`src/rtl/spi_pause_pkg.sv`:
```
package spi_pause_pkg;

    typedef enum logic [2:0] {
        PS_DESEL    = 3'd0,
        PS_RUN      = 3'd1,
        PS_WAIT_IN  = 3'd2,
        PS_PAUSED   = 3'd3,
        PS_WAIT_OUT = 3'd4,
        PS_LOCKOUT  = 3'd5
    } pause_state_e;

    typedef struct packed {
        logic cs_n;
        logic sck;
        logic hold_n;
    } pad_bits_t;

    localparam int PAD_W = $bits(pad_bits_t);

    function automatic logic state_frozen(pause_state_e s);
        return (s == PS_PAUSED) || (s == PS_WAIT_OUT);
    endfunction

    function automatic logic state_serving(pause_state_e s);
        return (s == PS_RUN) || (s == PS_WAIT_IN);
    endfunction

endpackage

```
`src/rtl/pad_sync.sv`:
```
module pad_sync #(
    parameter int STAGES = 2,
    parameter int W      = 3
) (
    input  logic         clk,
    input  logic         rst,
    input  logic [W-1:0] din,
    input  logic [W-1:0] rst_val,
    output logic [W-1:0] dout
);
    logic [W-1:0] chain [STAGES];

    generate
        for (genvar i = 0; i < STAGES; i++) begin : g_stage
            if (i == 0) begin : g_first
                always_ff @(posedge clk) begin
                    if (rst) chain[i] <= rst_val;
                    else     chain[i] <= din;
                end
            end else begin : g_next
                always_ff @(posedge clk) begin
                    if (rst) chain[i] <= rst_val;
                    else     chain[i] <= chain[i-1];
                end
            end
        end
    endgenerate

    assign dout = chain[STAGES-1];
endmodule

```
`src/rtl/sck_edges.sv`:
```
module sck_edges (
    input  logic clk,
    input  logic rst,
    input  logic sck_s,
    output logic rise,
    output logic fall
);
    logic sck_prev;

    always_ff @(posedge clk) begin
        if (rst) sck_prev <= 1'b0;
        else     sck_prev <= sck_s;
    end

    assign rise = sck_s & ~sck_prev;
    assign fall = ~sck_s & sck_prev;
endmodule

```
`src/rtl/pause_fsm.sv`:
```
module pause_fsm
    import spi_pause_pkg::*;
(
    input  logic         clk,
    input  logic         rst,
    input  pad_bits_t    pads,
    input  logic         rise_raw,
    input  logic         fall_raw,
    output pause_state_e state,
    output logic         freeze,
    output logic         dout_oe,
    output logic         fe_reset,
    output logic         sck_rise,
    output logic         sck_fall
);
    pause_state_e nxt;
    logic         selected;

    assign selected = ~pads.cs_n;

    always_comb begin
        nxt = state;
        unique case (state)
            PS_DESEL: begin
                if (selected) nxt = PS_RUN;
            end
            PS_RUN: begin
                if (!selected)        nxt = PS_DESEL;
                else if (!pads.hold_n) nxt = pads.sck ? PS_WAIT_IN : PS_PAUSED;
            end
            PS_WAIT_IN: begin
                if (!selected)        nxt = PS_DESEL;
                else if (pads.hold_n) nxt = PS_RUN;
                else if (!pads.sck)   nxt = PS_PAUSED;
            end
            PS_PAUSED: begin
                if (!selected)        nxt = PS_LOCKOUT;
                else if (pads.hold_n) nxt = pads.sck ? PS_WAIT_OUT : PS_RUN;
            end
            PS_WAIT_OUT: begin
                if (!selected)         nxt = PS_LOCKOUT;
                else if (!pads.hold_n) nxt = PS_PAUSED;
                else if (!pads.sck)    nxt = PS_RUN;
            end
            PS_LOCKOUT: begin
                if (!selected && pads.hold_n) nxt = PS_DESEL;
            end
            default: nxt = PS_DESEL;
        endcase
    end

    always_ff @(posedge clk) begin
        if (rst) state <= PS_DESEL;
        else     state <= nxt;
    end

    logic live;
    assign live     = (state == PS_RUN) && selected && pads.hold_n;
    assign freeze   = state_frozen(state);
    assign dout_oe  = state_serving(state) && selected;
    assign fe_reset = state_frozen(state) && !selected;
    assign sck_rise = live && rise_raw;
    assign sck_fall = live && fall_raw;


    paused_low_clk_chk: assert property (@(posedge clk) disable iff (rst)
        (state == PS_RUN && selected && !pads.hold_n && !pads.sck) |=> freeze);


    wait_high_clk_chk: assert property (@(posedge clk) disable iff (rst)
        (state == PS_RUN && selected && !pads.hold_n && pads.sck) |=> !freeze);


    exit_waits_chk: assert property (@(posedge clk) disable iff (rst)
        (freeze && selected && pads.hold_n && pads.sck) |=> freeze);


    no_strobe_frozen_chk: assert property (@(posedge clk) disable iff (rst)
        freeze |-> (!sck_rise && !sck_fall && !dout_oe));


    single_fe_reset_chk: assert property (@(posedge clk) disable iff (rst)
        fe_reset |=> (!fe_reset && state == PS_LOCKOUT));


    lockout_hold_chk: assert property (@(posedge clk) disable iff (rst)
        (state == PS_LOCKOUT && !pads.hold_n) |=> !dout_oe);


    oe_deselect_chk: assert property (@(posedge clk) disable iff (rst)
        pads.cs_n |-> !dout_oe);


    reset_quiet_chk: assert property (@(posedge clk)
        $past(rst) |-> (!freeze && !dout_oe && !fe_reset && !sck_rise && !sck_fall));
endmodule

```
`src/rtl/spi_pause_ctrl.sv`:
```
module spi_pause_ctrl
    import spi_pause_pkg::*;
#(
    parameter int SYNC_STAGES = 2
) (
    input  logic clk,
    input  logic rst,
    input  logic cs_n_pin,
    input  logic sck_pin,
    input  logic hold_n_pin,
    output logic freeze,
    output logic dout_oe,
    output logic fe_reset,
    output logic sck_rise,
    output logic sck_fall
);
    localparam pad_bits_t PAD_IDLE = '{cs_n: 1'b1, sck: 1'b0, hold_n: 1'b1};

    pad_bits_t    raw_pads;
    pad_bits_t    sync_pads;
    logic [PAD_W-1:0] sync_bus;
    logic         rise_raw, fall_raw;
    pause_state_e state;

    assign raw_pads = '{cs_n: cs_n_pin, sck: sck_pin, hold_n: hold_n_pin};

    pad_sync #(.STAGES(SYNC_STAGES), .W(PAD_W)) u_sync (
        .clk     (clk),
        .rst     (rst),
        .din     (raw_pads),
        .rst_val (PAD_IDLE),
        .dout    (sync_bus)
    );
    assign sync_pads = sync_bus;

    sck_edges u_edges (
        .clk   (clk),
        .rst   (rst),
        .sck_s (sync_pads.sck),
        .rise  (rise_raw),
        .fall  (fall_raw)
    );

    pause_fsm u_fsm (
        .clk      (clk),
        .rst      (rst),
        .pads     (sync_pads),
        .rise_raw (rise_raw),
        .fall_raw (fall_raw),
        .state    (state),
        .freeze   (freeze),
        .dout_oe  (dout_oe),
        .fe_reset (fe_reset),
        .sck_rise (sck_rise),
        .sck_fall (sck_fall)
    );
endmodule

```
`config.mk`:
```
export PLATFORM = sky130hd
export DESIGN_NAME = spi_pause_ctrl
export DESIGN_NICKNAME = d
export VERILOG_FILES = /design/src/rtl/spi_pause_pkg.sv /design/src/rtl/pad_sync.sv /design/src/rtl/sck_edges.sv /design/src/rtl/pause_fsm.sv /design/src/rtl/spi_pause_ctrl.sv
export SDC_FILE = /design/constraint.sdc
export NUM_CORES = 1
export LEC_CHECK = 0
export BUFFER_PORTS_ARGS = -buffer_cell sky130_fd_sc_hd__buf_2
export CORE_AREA = 5 5 42 44
export CTS_CLUSTER_DIAMETER = 30
export DETAILED_ROUTE_END_ITERATION = 16
export DIE_AREA = 0 0 47 49
export GPL_TIMING_DRIVEN = 0
export SLEW_MARGIN = 20
export SYNTH_ARGS = -nofsm -noshare
export SYNTH_HDL_FRONTEND = slang
export SYNTH_HIERARCHICAL = 1
export SYNTH_SLANG_ARGS = --single-unit
```
`constraint.sdc`:
```
create_clock -name clk -period 1.2 [get_ports clk]
set_input_delay 0.12 -clock clk [delete_from_list [all_inputs] [get_ports clk]]
set_output_delay 0.12 -clock clk [all_outputs]
set_load 0.02 [all_outputs]
```
==> results of run 1 <==
[flip-flops by register name, indices dropped and copies added (netlist names)]
| signal | cells |
|---|---|
| u_fsm/state | 3 |
| u_sync/chain | 6 |
| u_edges/sck_prev | 1 |
[cell type report]
| class | count | share of cell area (%) |
|---|---|---|
| Sequential cell | 10 | 28.06 |
| Inverter | 1 | 0.4894 |
| Multi-Input combinational cell | 41 | 45.02 |
| Tap cell | 16 | 2.610 |
| Clock buffer | 3 | 2.936 |
| Timing Repair Buffer | 17 | 17.94 |
| Buffer | 2 | 2.936 |
[cell usage after synthesis, drive strengths merged]
library cell / n
and2: 3
nand3: 1
nor4: 1
a32oi: 2
nor2b: 6
a21o: 1
a21oi: 3
nor2: 2
nor3: 1
a22o: 1
mux2: 6
nand3b: 1
buf: 4
conb: 2
inv: 1
dfxtp: 10
nand2: 1
o21bai: 2
a211oi: 1
xnor2: 2
and4b: 1
[repair_timing]
item	4_1_cts	5_1_grt
pin swaps	5	4
endpoints found under the setup margin	5	7
endpoints found under the hold margin	0	0
gates resized for setup	24	7
setup buffers	5	3
[stage by stage]
step                instances  area, sq um  hold WS [ps]  setup TNS (ps)
finish                     90        767.0         89.81          -727.6
global route               90        767.0         78.77           -1041
CTS                        88        737.0         76.45          -842.2
detailed placement         81        614.3         349.5          -119.6
global placement           81        614.3         346.5          -131.6
floorplan                  56        549.3         191.6               0
[routing by layer]
layer,wire length [um],vias to the layer above
met5,0,-
met4,4,0
met3,36,2
met2,525,6
met1,434,204
li1,-,221
[report_power, final]
| group | switching (W) | internal, W |
|---|---|---|
| registers | 0.0000220 | 0.000357 |
| clock network | 0.0000944 | 0.000115 |
| logic | 0.0000686 | 0.000104 |
[worst max-delay path, delay by kind of cell, from the launching register on]
kind            cells  cell delay [ps]
buf+inv             1              120
simple gates        2              270
flops               1              370
compound gates      1              240
[logic make-up after synthesis]
family | after synthesis
simple gates | 17
compound gates | 10
flops | 10
mux | 6
buf+inv | 5
xor+xnor | 2
other cells | 2
[path summary, 6_finish.rpt]
path | to | slack (ps) | cells after the start
worst max-delay path | fe_reset | -170 | 4
worst min-delay path | u_sync/chain[0][1] | 90 | 2
worst max register to register | u_fsm/state[2] | -40 | 6
worst min register to register | u_sync/chain[1][2] | 450 | 1
==> qor_table.md, run 1 <==
| Stage | Metric | This run |
| --- | --- | --- |
| detailed routing | Routed Wire Length | 1.001 mm |
| grt | Met2 track utilization from global routing | 15.61% |
| detailed routing | Average wire per cell in the routed design | 11.12 um |
| setup path | Critical path data required time | 1080 ps |
| timing | Hold Vio Cnt, Final | 0 |
| timing | Final period demand of the worst path | 1373 ps |
| cts | Insertion delay of the later-clocked pin in the worst-skew pair | 250 ps |
| cells and area | Area of the multi-input gates | 345.3 sq um |
| timing | Final critical-path share of the clock period | 114.4% |
| timing | Clock Skews | 3.062 ps |
| detailed routing | Via count | 433 |
| power and ir drop | Static Leakage | 0.3531 nW |
| timing | Count of final max-slew check failures | 0 |
| cts | Clock buffer count from CTS | 3 |
| setup path | Type of the setup path with the least slack | reg2out |
| timing | RSZ-0062 raised after global routing | yes |
| setup path | Worst Setup Start Kind | register |
| grt | Remaining global-route overflow | 0 |
| min path | Startpoint of the lowest-slack hold path | sck_pin |
| synthesis | Gate count of the mapped netlist | 52 |
| detailed routing | Post-detailed-route via-to-cell ratio | 4.811 |
| min path | Hold Crit Class | in2reg |
| placed design | Estimated wirelength of the detail-placed design | 609.8 um |
| grt | GR met3 Demand/Resource | 3.321% |
| setup path | CP Launch Point | u_fsm/state[0] |
| grt | Grt met1 use | 9.577% |
| synthesis | Syn Std Cell Area | 531.8 sq um |
| synthesis | Yosys top cell area share | 37.65% |
| detailed routing | Count of antenna-violating nets left after detailed routing | 0 |
| synthesis | Dominant combinational cell family by area after synthesis | simple AND/OR/NAND/NOR gates |
| detailed routing | DR iter-0 viols | 5 |
| cells and area | Sequential cell area in the final layout | 215.2 sq um |
| outcome | Status | finished, violations left |
| placed design | Setup Slack @ Placement | -40.81 ps |
| setup path | Largest stage delay on the critical path | 370 ps |
| power and ir drop | Total power per unit cell area | 991.7 mW/mm^2 |
| placed design | IO Port Bufs | 9 |
| synthesis | Syn. warnings | 6 |
| floorplan | Initial cell density of the core | 37.95% |
| synthesis | Total of flip-flops plus latches after synthesis | 10 |
| grt | Vias in the first global route | 414 |
| timing | Final setup fails | 6 |
| setup path | Data arrival time of the worst path | 1250 ps |
| placed design | Final weighted congestion in routability-driven placement | 0.7541 |
| setup path | Cell with the largest stage delay on the worst path | sky130_fd_sc_hd__dfxtp_4 |
| synthesis | Cell type with the largest total area after synthesis | sky130_fd_sc_hd__dfxtp_1 |
| timing | Fin worst setup slack | -172.8 ps |
| synthesis | Post-synthesis share of cell area spent on xor and xnor gates | 3.294% |
| cells and area | Layout cells sized above 1 | 56.76% |
| power and ir drop | Worst IR Drop VDD | 0.6562 mV |
| grt | Initial antenna violation count | 0 |
| floorplan | I/O Pins | 10 |
| floorplan | Die boundary height | 49 um |
| cells and area | Filler Cells Inserted | 132 |
| cells and area | Layout Utilization | 54.73% |
| setup path | RR Startpoint | u_fsm/state[0] |
| detailed routing | First-pass detailed-route iteration total | 2 |
| cells and area | Most common cell after layout, fill and taps aside | sky130_fd_sc_hd__buf_6 |
| setup path | Maximum net fanout on the critical path | 7 |
| grt | Maximum number of pins on one net before global-route repair | 9 |
| floorplan | Core area | 0.001401 sq mm |
| floorplan | Chip width | 47 um |
| cts | Buffer depth of the longest clock path | 2 |
| cells and area | Relative area change from synthesis to final layout | 44.24% |
| floorplan | Placement Rows | 14 |
| detailed routing | Number of DRC violations after detailed routing | 0 |
| synthesis | Largest cells by area after synthesis | sky130_fd_sc_hd__dfxtp_1 38%, sky130_fd_sc_hd__mux2_4 17%, sky130_fd_sc_hd__nor2b_1 7.1%, sky130_fd_sc_hd__buf_6 4.2%, sky130_fd_sc_hd__and2_1 3.5% |
| setup path | Element type at the critical path end | output pin |
| cells and area | Diode count | 0 |
| cts | Total number of H-tree levels | 1 |
| floorplan | Area of the die | 0.002303 sq mm |
| synthesis | Avg Synthesized Cell Area | 10.23 sq um |
| grt | First-pass GRT wire length | 1.580 mm |
| grt | Grt peak-use layer | met2 |
| synthesis | Share of cell area taken by muxes after synthesis | 16.94% |
| synthesis | Share of the synthesized area in compound gates (AO/OA/AOI/OAI) | 14.35% |
| cells and area | Commonest cells after routing, fill and taps aside | 8 x sky130_fd_sc_hd__buf_6, 6 x sky130_fd_sc_hd__buf_4, 6 x sky130_fd_sc_hd__mux2_4, 6 x sky130_fd_sc_hd__conb_1, 5 x sky130_fd_sc_hd__buf_2 |
| synthesis | Adder-cell share of the synthesized area | 0% |
| synthesis | Simple logic cell fraction of the synthesized area | 19.06% |
| cts | Clock Sinks | 10 |
| synthesis | Register area share after synthesis | 37.65% |
| cts | Cts hold-fix bufs | 0 |
| cells and area | Post-layout net count | 81 |
| synthesis | Count of unique library cells instantiated by Yosys | 24 |
| setup path | Cell-by-cell trace of the critical path | nor2b_4, a22o_4, and2_4, buf_6 |
| cts | CTS clock-pin slew for the worst setup and hold paths | 60 ps |
| timing | Maximum clock rate | 728.4 MHz |
| power and ir drop | Post-layout total power | 0.0007606 W |
| cts | Clock tree root driver cell | sky130_fd_sc_hd__clkbuf_4 |
| cts | CTS tree | yes |
| job | Maximum Capacitance Violations | 0 |
| outcome | Violated checks | setup timing |
| grt | All-Layer GR Usage | 9.406% |
Note: power is estimated with default switching activity, not from simulation.
==> inputs of run 2 (changes only) <==
--- a/config.mk
+++ b/config.mk
@@ -5,11 +5,12 @@
 export SDC_FILE = /design/constraint.sdc
 export NUM_CORES = 1
 export LEC_CHECK = 0
-export BUFFER_PORTS_ARGS = -buffer_cell sky130_fd_sc_hd__buf_2
+export CAP_MARGIN = 20
 export CORE_AREA = 5 5 42 44
 export CTS_CLUSTER_DIAMETER = 30
 export DETAILED_ROUTE_END_ITERATION = 16
 export DIE_AREA = 0 0 47 49
+export DONT_BUFFER_PORTS = 1
 export GPL_TIMING_DRIVEN = 0
 export SLEW_MARGIN = 20
 export SYNTH_ARGS = -nofsm -noshare
==> constraint.sdc (replaced) <==
create_clock -name clk -period 1.7 [get_ports clk]
set_input_delay 0.17 -clock clk [delete_from_list [all_inputs] [get_ports clk]]
set_output_delay 0.17 -clock clk [all_outputs]
set_load 0.02 [all_outputs]
==> run 2 against run 1 <==
  * The flow now finishes without violations
  * First-iteration DRC count rose by 60%
  * Wire length fell by 12%
  * Critical path depth did not move
  * Core utilization fell by 11 points
  * Design area fell by 20%
  * Critical path type unchanged
==> qor_table.md, run 2 (synthesis gave the netlist of run 1 again) <==
| Stage | Metric | This run | vs previous |
| --- | --- | --- | --- |
| outcome | Status | finished clean |  |
| timing | RSZ-0062 raised after global routing | no |  |
| setup path | Largest stage delay on the critical path | 340 ps | -30 ps |
| power and ir drop | Int Pwr | 0.0004315 W | -25% |
| cells and area | Registers with the most flip-flops | u_sync/chain: 6 flops, u_fsm/state: 3 flops, u_edges/sck_prev: 1 flops |  |
| setup path | Family with the most delay on the worst path | simple AND/OR/NAND/NOR gates |  |
| cells and area | Largest register FFs | 6 | unchanged |
| setup path | Cell with the largest stage delay on the worst path | sky130_fd_sc_hd__a22o_2 |  |
| placed design | Standard cell area after detailed placement | 566.8 sq um | -7.7% |
| timing | Setup TNS | 0 ps | +727.6 ps |
| grt | Vias in the first global route | 370 | -11% |
| grt | Initial antenna violation count | 0 | unchanged |
| timing | Final period demand of the worst path | 1612 ps |  |
| setup path | Element type at the critical path end | output pin |  |
| cells and area | Layout cells sized above 1 | 27.87% | -29 points |
| min path | End point of the worst hold path | u_sync/chain[0][1] |  |
| timing | Fin worst setup slack | 87.65 ps | +260.5 ps |
| detailed routing | Average wire per cell in the routed design | 11.39 um | +2.4% |
| cells and area | Filler Cells Inserted | 154 | +17% |
| min path | Hold Crit Class | in2reg |  |
| detailed routing | DR iter-0 viols | 8 | +3 |
| setup path | Cell-by-cell trace of the critical path | buf_6, nor2b_1, a22o_2, and2_2 |  |
| power and ir drop | Combinational share of power | 16.1% | -6.6 points |
| cells and area | Commonest cells after routing, fill and taps aside | 10 x sky130_fd_sc_hd__dfxtp_1, 6 x sky130_fd_sc_hd__nor2b_1, 6 x sky130_fd_sc_hd__mux2_4, 6 x sky130_fd_sc_hd__conb_1, 3 x sky130_fd_sc_hd__clkbuf_4 |  |
| job | Maximum Capacitance Violations | 0 | unchanged |
| grt | All-Layer GR Usage | 9.541% | +0.13 points |
| cts | Clock buffer count from CTS | 3 | unchanged |
| timing | Clock Skews | 1.684 ps | -1.378 ps |
| timing | Maximum clock rate | 620.2 MHz |  |
| grt | GR met3 Demand/Resource | 2.952% | -0.37 points |
| placed design | Setup Slack @ Placement | 376.4 ps | +417.2 ps |
| cells and area | Post-layout net count | 67 | -17% |
| detailed routing | Number of DRC violations after detailed routing | 0 | unchanged |
| floorplan | Core area | 0.001401 sq mm | unchanged |
| cts | CTS clock-pin slew for the worst setup and hold paths | 70 ps | about the same |
| detailed routing | Via count | 377 | -13% |
| power and ir drop | Total power per unit cell area | 922.2 mW/mm^2 | -7.0% |
| floorplan | Placement Rows | 14 | unchanged |
| grt | First-pass GRT wire length | 1.593 mm | +0.82% |
| cells and area | Diode count | 0 | unchanged |
| placed design | IO Port Bufs | 0 | -9 |
| detailed routing | Routed Wire Length | 877 um | -12% |
| cts | Clock Sinks | 10 | unchanged |
| cells and area | Largest register by flop count | u_sync/chain |  |
| cts | Clock tree root driver cell | sky130_fd_sc_hd__clkbuf_4 |  |
| timing | Count of final max-slew check failures | 0 | unchanged |
| setup path | Worst flop-to-flop path endpoint | u_fsm/state[2] |  |
| setup path | Worst Setup Start Kind | register |  |
| timing | Final hold slack | 45.27 ps | -44.54 ps |
| detailed routing | Count of antenna-violating nets left after detailed routing | 0 | unchanged |
| setup path | Maximum net fanout on the critical path | 9 | +2 |
| cells and area | Relative area change from synthesis to final layout | 15.53% |  |
| cells and area | Most common cell after layout, fill and taps aside | sky130_fd_sc_hd__dfxtp_1 |  |
| setup path | Register-to-Register Path Depth | 5 | -1 |
| setup path | Setup slack on the worst flop-to-flop path | 500 ps | +540 ps |
| power and ir drop | Worst IR Drop VDD | 0.4522 mV | -31% |
| placed design | Estimated wirelength of the detail-placed design | 626.1 um | +2.7% |
| cts | CTS tree | yes |  |
| floorplan | Die boundary height | 49 um | unchanged |
| floorplan | I/O Pins | 10 | unchanged |
| setup path | Crit path buf inv count | 1 | unchanged |
| timing | Final setup fails | 0 | -6 |
| power and ir drop | Power share of the sequential group | 46.3% | -3.5 points |
| grt | Remaining global-route overflow | 0 | unchanged |
| timing | Hold Vio Cnt, Final | 0 | unchanged |
| power and ir drop | Clock share of power | 37.6% | +10 points |
| grt | Grt peak-use layer | met2 |  |
| timing | Tightest slew margin relative to the limit | 58.14% |  |
| setup path | Type of the setup path with the least slack | reg2out |  |
| min path | Hold depth | 1 | -1 |
| min path | Startpoint of the lowest-slack hold path | sck_pin |  |
| grt | Grt met1 use | 11.78% | +2.2 points |
| grt | Met2 track utilization from global routing | 13.35% | -2.3 points |
| timing | Final critical-path share of the clock period | 94.84% |  |
| detailed routing | Post-detailed-route via-to-cell ratio | 4.896 | +1.8% |
| floorplan | Initial cell density of the core | 37.95% | unchanged |
| floorplan | Chip width | 47 um | unchanged |
| cts | Buffer depth of the longest clock path | 2 | unchanged |
| detailed routing | First-pass detailed-route iteration total | 4 | +2 |
| cts | Total number of H-tree levels | 1 | unchanged |
| placed design | Final weighted congestion in routability-driven placement | 0.7043 | -6.6% |
| setup path | Data arrival time of the worst path | 1440 ps | +190 ps |
| timing | Actual transition at the worst max-transition pin | 623.1 ps |  |
| setup path | Critical path data required time | 1530 ps | +450 ps |
| cells and area | Final std cell area, no fill | 614.3 sq um | -20% |
| cts | Insertion delay of the later-clocked pin in the worst-skew pair | 260 ps | about the same |
| setup path | RR Startpoint | u_fsm/state[0] |  |
| floorplan | Area of the die | 0.002303 sq mm | unchanged |
| power and ir drop | Static Leakage | 0.2640 nW | -25% |
| power and ir drop | Net Sw Power | 0.0001350 W | -27% |
| power and ir drop | Switching part of the total | 23.83% | -0.48 points |
| grt | Maximum number of pins on one net before global-route repair | 10 | +1 |
==> run 2: changes by cell type in the layout (fill, tap and decap cells not counted), sizes merged <==
cell / delta
clkbuf: +1
dlygate4sd3: +1
buf: -15
==> run 2: worst max-delay path by stage <==
stage | startpoint | to | cells past startpoint
final | u_fsm/state[0] | fe_reset | 4
after global routing | u_sync/chain[1][0] | sck_fall | 3
after CTS | u_fsm/state[0] | fe_reset | 4
after detailed placement | u_fsm/state[0] | fe_reset | 4
after global placement | u_fsm/state[0] | fe_reset | 4
after floorplan | u_fsm/state[0] | fe_reset | 4
==> run 2: what timing repair did <==
action / in CTS / in global routing
gates resized for setup: 0 / 1
hold buffers: 1 / 0
setup endpoints to repair: 0 / 1
buffers inserted: 0 / 0
endpoints found under the hold margin: 4 / 0
==> run 2: per-layer routing <==
layer	vias up	routed length, um
met4	0	25
li1	193	-
met2	12	409
met1	168	371
met5	-	0
met3	4	70
==> run 2: area by class of cell <==
cell class                 count  area, sq um  area share, %
timing repair buffer           1        10.01          1.629
inverter                       1        3.754         0.6110
tap                           16        20.02          3.259
buffer                         4        35.03          5.703
clock buffer                   4        36.28          5.906
multi-input combinational     41        309.0          50.31
sequential                    10        200.2          32.59
==> run 2: metrics by stage <==
stage | power (W) | util (%) | std cells
floorplan | 0.0003437 | - | 56
global placement | 0.0003537 | 40.45 | 72
detailed placement | 0.0003555 | 40.45 | 72
CTS | 0.0005739 | 43.75 | 77
global route | 0.0005994 | 43.84 | 77
finish | 0.0005666 | 43.84 | 77
==> run 2: power groups by stage <==
stage	logic, W	clock network, W	registers [W]
CTS	0.0000905	0.000221	0.000263
floorplan	0.0000790	0	0.000265
global placement	0.0000861	0	0.000268
finish	0.0000914	0.000213	0.000262
detailed placement	0.0000874	0	0.000268
global route	0.000101	0.000233	0.000266
==> inputs of run 3 (changes only) <==
==> constraint.sdc (replaced) <==
create_clock -name clk -period 1.3 [get_ports clk]
set_input_delay 0.13 -clock clk [delete_from_list [all_inputs] [get_ports clk]]
set_output_delay 0.13 -clock clk [all_outputs]
set_load 0.02 [all_outputs]
==> run 3 against run 2 <==
  * The run now ends with setup timing left
  * Final cell count rose by 9.1%
  * Combinational power rose by 71%
  * Highest routed layer unchanged
  * Largest power group unchanged
  * Sequential share of layout area fell by 3.4 points
  * Die area did not move
  * First-iteration DRC count rose by 50%
  * Critical path depth fell by 1
  * Register-to-register slack got worse by 350 ps
  * Global-route usage rose by 0.86 points
  * Clock skew barely moved
  * Sequential power rose by 34%
  * Critical endpoint unchanged
  * Total power rose by 39%
  * Wire length rose by 13%
==> qor_table.md, run 3 (synthesis gave the netlist of run 1 again) <==
| Stage | Metric | This run | vs previous |
| --- | --- | --- | --- |
| outcome | Status | finished, violations left |  |
| outcome | Violated checks | setup timing |  |
| setup path | Cell with the largest stage delay on the worst path | sky130_fd_sc_hd__dfxtp_4 |  |
| setup path | Largest stage delay on the critical path | 360 ps | +20 ps |
| setup path | Worst Setup Start Kind | register |  |
| setup path | Data arrival time of the worst path | 1210 ps | -230 ps |
| detailed routing | First-pass detailed-route iteration total | 4 | unchanged |
| placed design | Standard cell area after detailed placement | 566.8 sq um | unchanged |
| timing | Clock Skews | 2.114 ps | +0.4297 ps |
| power and ir drop | Power share of the sequential group | 44.5% | -1.8 points |
| cells and area | Diode count | 0 | unchanged |
| detailed routing | Via count | 414 | +9.8% |
| timing | Final setup fails | 2 | +2 |
| grt | Vias in the first global route | 409 | +11% |
| cells and area | Filler Cells Inserted | 134 | -13% |
| grt | Initial antenna violation count | 0 | unchanged |
| setup path | Cell-by-cell trace of the critical path | nor2b_4, a22o_4, and2_4 |  |
| placed design | Number of cells after detailed placement | 72 | unchanged |
| cts | CTS clock-pin slew for the worst setup and hold paths | 70 ps | about the same |
| timing | Maximum clock rate | 745.4 MHz |  |
| power and ir drop | Worst IR Drop VDD | 0.6420 mV | +42% |
| floorplan | Placement Rows | 14 | unchanged |
| timing | RSZ-0062 raised after global routing | yes |  |
| floorplan | I/O Pins | 10 | unchanged |
| cts | Clock Sinks | 10 | unchanged |
| power and ir drop | Net Sw Power | 0.0001921 W | +42% |
| cts | Clock tree root driver cell | sky130_fd_sc_hd__clkbuf_4 |  |
| placed design | Estimated wirelength of the detail-placed design | 626.1 um | unchanged |
| cts | Insertion delay of the later-clocked pin in the worst-skew pair | 260 ps | about the same |
| grt | All-Layer GR Usage | 10.40% | +0.86 points |
| cells and area | Layout cells sized above 1 | 47.06% | +19 points |
| power and ir drop | Static Leakage | 0.3216 nW | +22% |
| min path | Hold Crit Class | in2reg |  |
| cells and area | Largest register by flop count | u_sync/chain |  |
| placed design | IO Port Bufs | 0 | unchanged |
| setup path | Element type at the critical path end | output pin |  |
| floorplan | Die boundary height | 49 um | unchanged |
| setup path | Type of the setup path with the least slack | reg2out |  |
| detailed routing | Average wire per cell in the routed design | 11.83 um | +3.9% |
| cells and area | Area of the multi-input gates | 350.3 sq um | +13% |
| placed design | Final weighted congestion in routability-driven placement | 0.7043 | unchanged |
| detailed routing | Routed Wire Length | 994 um | +13% |
| power and ir drop | Switching part of the total | 24.41% | +0.58 points |
| setup path | Maximum net fanout on the critical path | 4 | -5 |
| floorplan | Initial cell density of the core | 37.95% | unchanged |
| timing | Hold Vio Cnt, Final | 0 | unchanged |
| cells and area | Final non-filler cell total | 84 | +9.1% |
| job | Maximum Capacitance Violations | 0 | unchanged |
| cells and area | Sequential cell area in the final layout | 214.0 sq um | +6.9% |
| cells and area | Largest register FFs | 6 | unchanged |
| timing | Final critical-path share of the clock period | 103.2% |  |
| cells and area | Relative area change from synthesis to final layout | 37.65% |  |
| detailed routing | Number of DRC violations after detailed routing | 0 | unchanged |
| grt | Maximum number of pins on one net before global-route repair | 10 | unchanged |
| cts | Total number of H-tree levels | 1 | unchanged |
| power and ir drop | Clock share of power | 35.7% | -1.9 points |
| timing | Final period demand of the worst path | 1342 ps |  |
| detailed routing | Post-detailed-route via-to-cell ratio | 4.929 | +0.66% |
| setup path | Critical path data required time | 1170 ps | -360 ps |
| grt | First-pass GRT wire length | 1.725 mm | +8.3% |
| detailed routing | DR iter-0 viols | 12 | +4 |
| cts | Buffer depth of the longest clock path | 2 | unchanged |
| cts | CTS tree | yes |  |
| timing | Final hold slack | 156.6 ps | +111.4 ps |
| cells and area | Commonest cells after routing, fill and taps aside | 6 x sky130_fd_sc_hd__buf_4, 6 x sky130_fd_sc_hd__mux2_4, 6 x sky130_fd_sc_hd__conb_1 |  |
| floorplan | Core area | 0.001401 sq mm | unchanged |
| floorplan | Area of the die | 0.002303 sq mm | unchanged |
| floorplan | Chip width | 47 um | unchanged |
| power and ir drop | Int Pwr | 0.0005949 W | +38% |
| power and ir drop | Combinational share of power | 19.8% | +3.7 points |
| grt | Remaining global-route overflow | 0 | unchanged |
| cells and area | Post-layout net count | 74 | +10% |
| cells and area | Registers with the most flip-flops | u_sync/chain: 6 flops, u_fsm/state: 3 flops, u_edges/sck_prev: 1 flops |  |
| power and ir drop | Total power per unit cell area | 1075 mW/mm^2 | +17% |
| cells and area | Final std cell area, no fill | 732.0 sq um | +19% |
| cts | Clock buffer count from CTS | 3 | unchanged |
| timing | Fin worst setup slack | -41.56 ps | -129.2 ps |
| detailed routing | Count of antenna-violating nets left after detailed routing | 0 | unchanged |
| timing | Count of final max-slew check failures | 0 | unchanged |
| timing | Setup TNS | -72.95 ps | -72.95 ps |
## run 3: cell count changes in the layout (fill, tap and decap cells not counted), sizes merged
cell | previous run | this run
buf | 4 | 8
dlygate4sd3 | 1 | 4
## run 3: layer usage
layer | GRT usage [%] | vias up | part of all wire, %
met5 | 0 | - | 0
met4 | 6.912 | 0 | 2.5
met3 | 2.952 | 4 | 10
met2 | 15.61 | 22 | 49
met1 | 12.25 | 183 | 39
li1 | - | 205 | -
## run 3: area by class of cell
cell class	count	area share [%]
multi-input cells	41	47.86
flip-flops and latches	10	29.23
repair buffers	10	11.62
clock buffers	4	4.957
plain buffers	2	3.077
well taps	16	2.735
inverters	1	0.5128
## run 3: path summary, 6_finish.rpt
kind / end / startpoint / depth (start not counted) / slack (ps)
min reg2reg: u_sync/chain[1][2] / u_sync/chain[0][2] / 1 / 460
max: fe_reset / u_fsm/state[0] / 3 / -40
max reg2reg: u_fsm/state[0] / u_sync/chain[1][1] / 4 / 150
min: u_sync/chain[0][2] / rst / 2 / 160
## run 3: critical path: cells and delay by family, from the launching register on
kind | cells | cell delay [ps]
AND/OR/NAND/NOR | 2 | 300
AO/OA/AOI/OAI | 1 | 280
flip-flops | 1 | 360
## run 3: through the flow
step           worst slack [ps]  total power, W  utilization [%]
6_report                 -41.56       0.0007870            52.23
3_3_place_gp              22.95       0.0004625            40.45
3_5_place_dp              16.44       0.0004649            40.45
4_1_cts                  -84.38       0.0007748            49.55
2_1_floorplan             75.98       0.0004495                -
5_1_grt                  -75.52       0.0008297            52.23
## run 3: power by group through the flow
stage | clock [W] | sequential (W) | combinational (W)
floorplan | 0 | 0.000346 | 0.000103
global placement | 0 | 0.000350 | 0.000113
detailed placement | 0 | 0.000351 | 0.000114
CTS | 0.000289 | 0.000356 | 0.000130
global route | 0.000306 | 0.000354 | 0.000170
finish | 0.000281 | 0.000350 | 0.000156
## run 3: what timing repair did
action / in CTS / in global routing
endpoints found under the setup margin: 5 / 4
hold buffers: 4 / 0
gates cloned: 0 / 0
gates resized for setup: 20 / 3
endpoints found under the hold margin: 7 / 0
buffers inserted: 2 / 4
pin swaps: 4 / 2
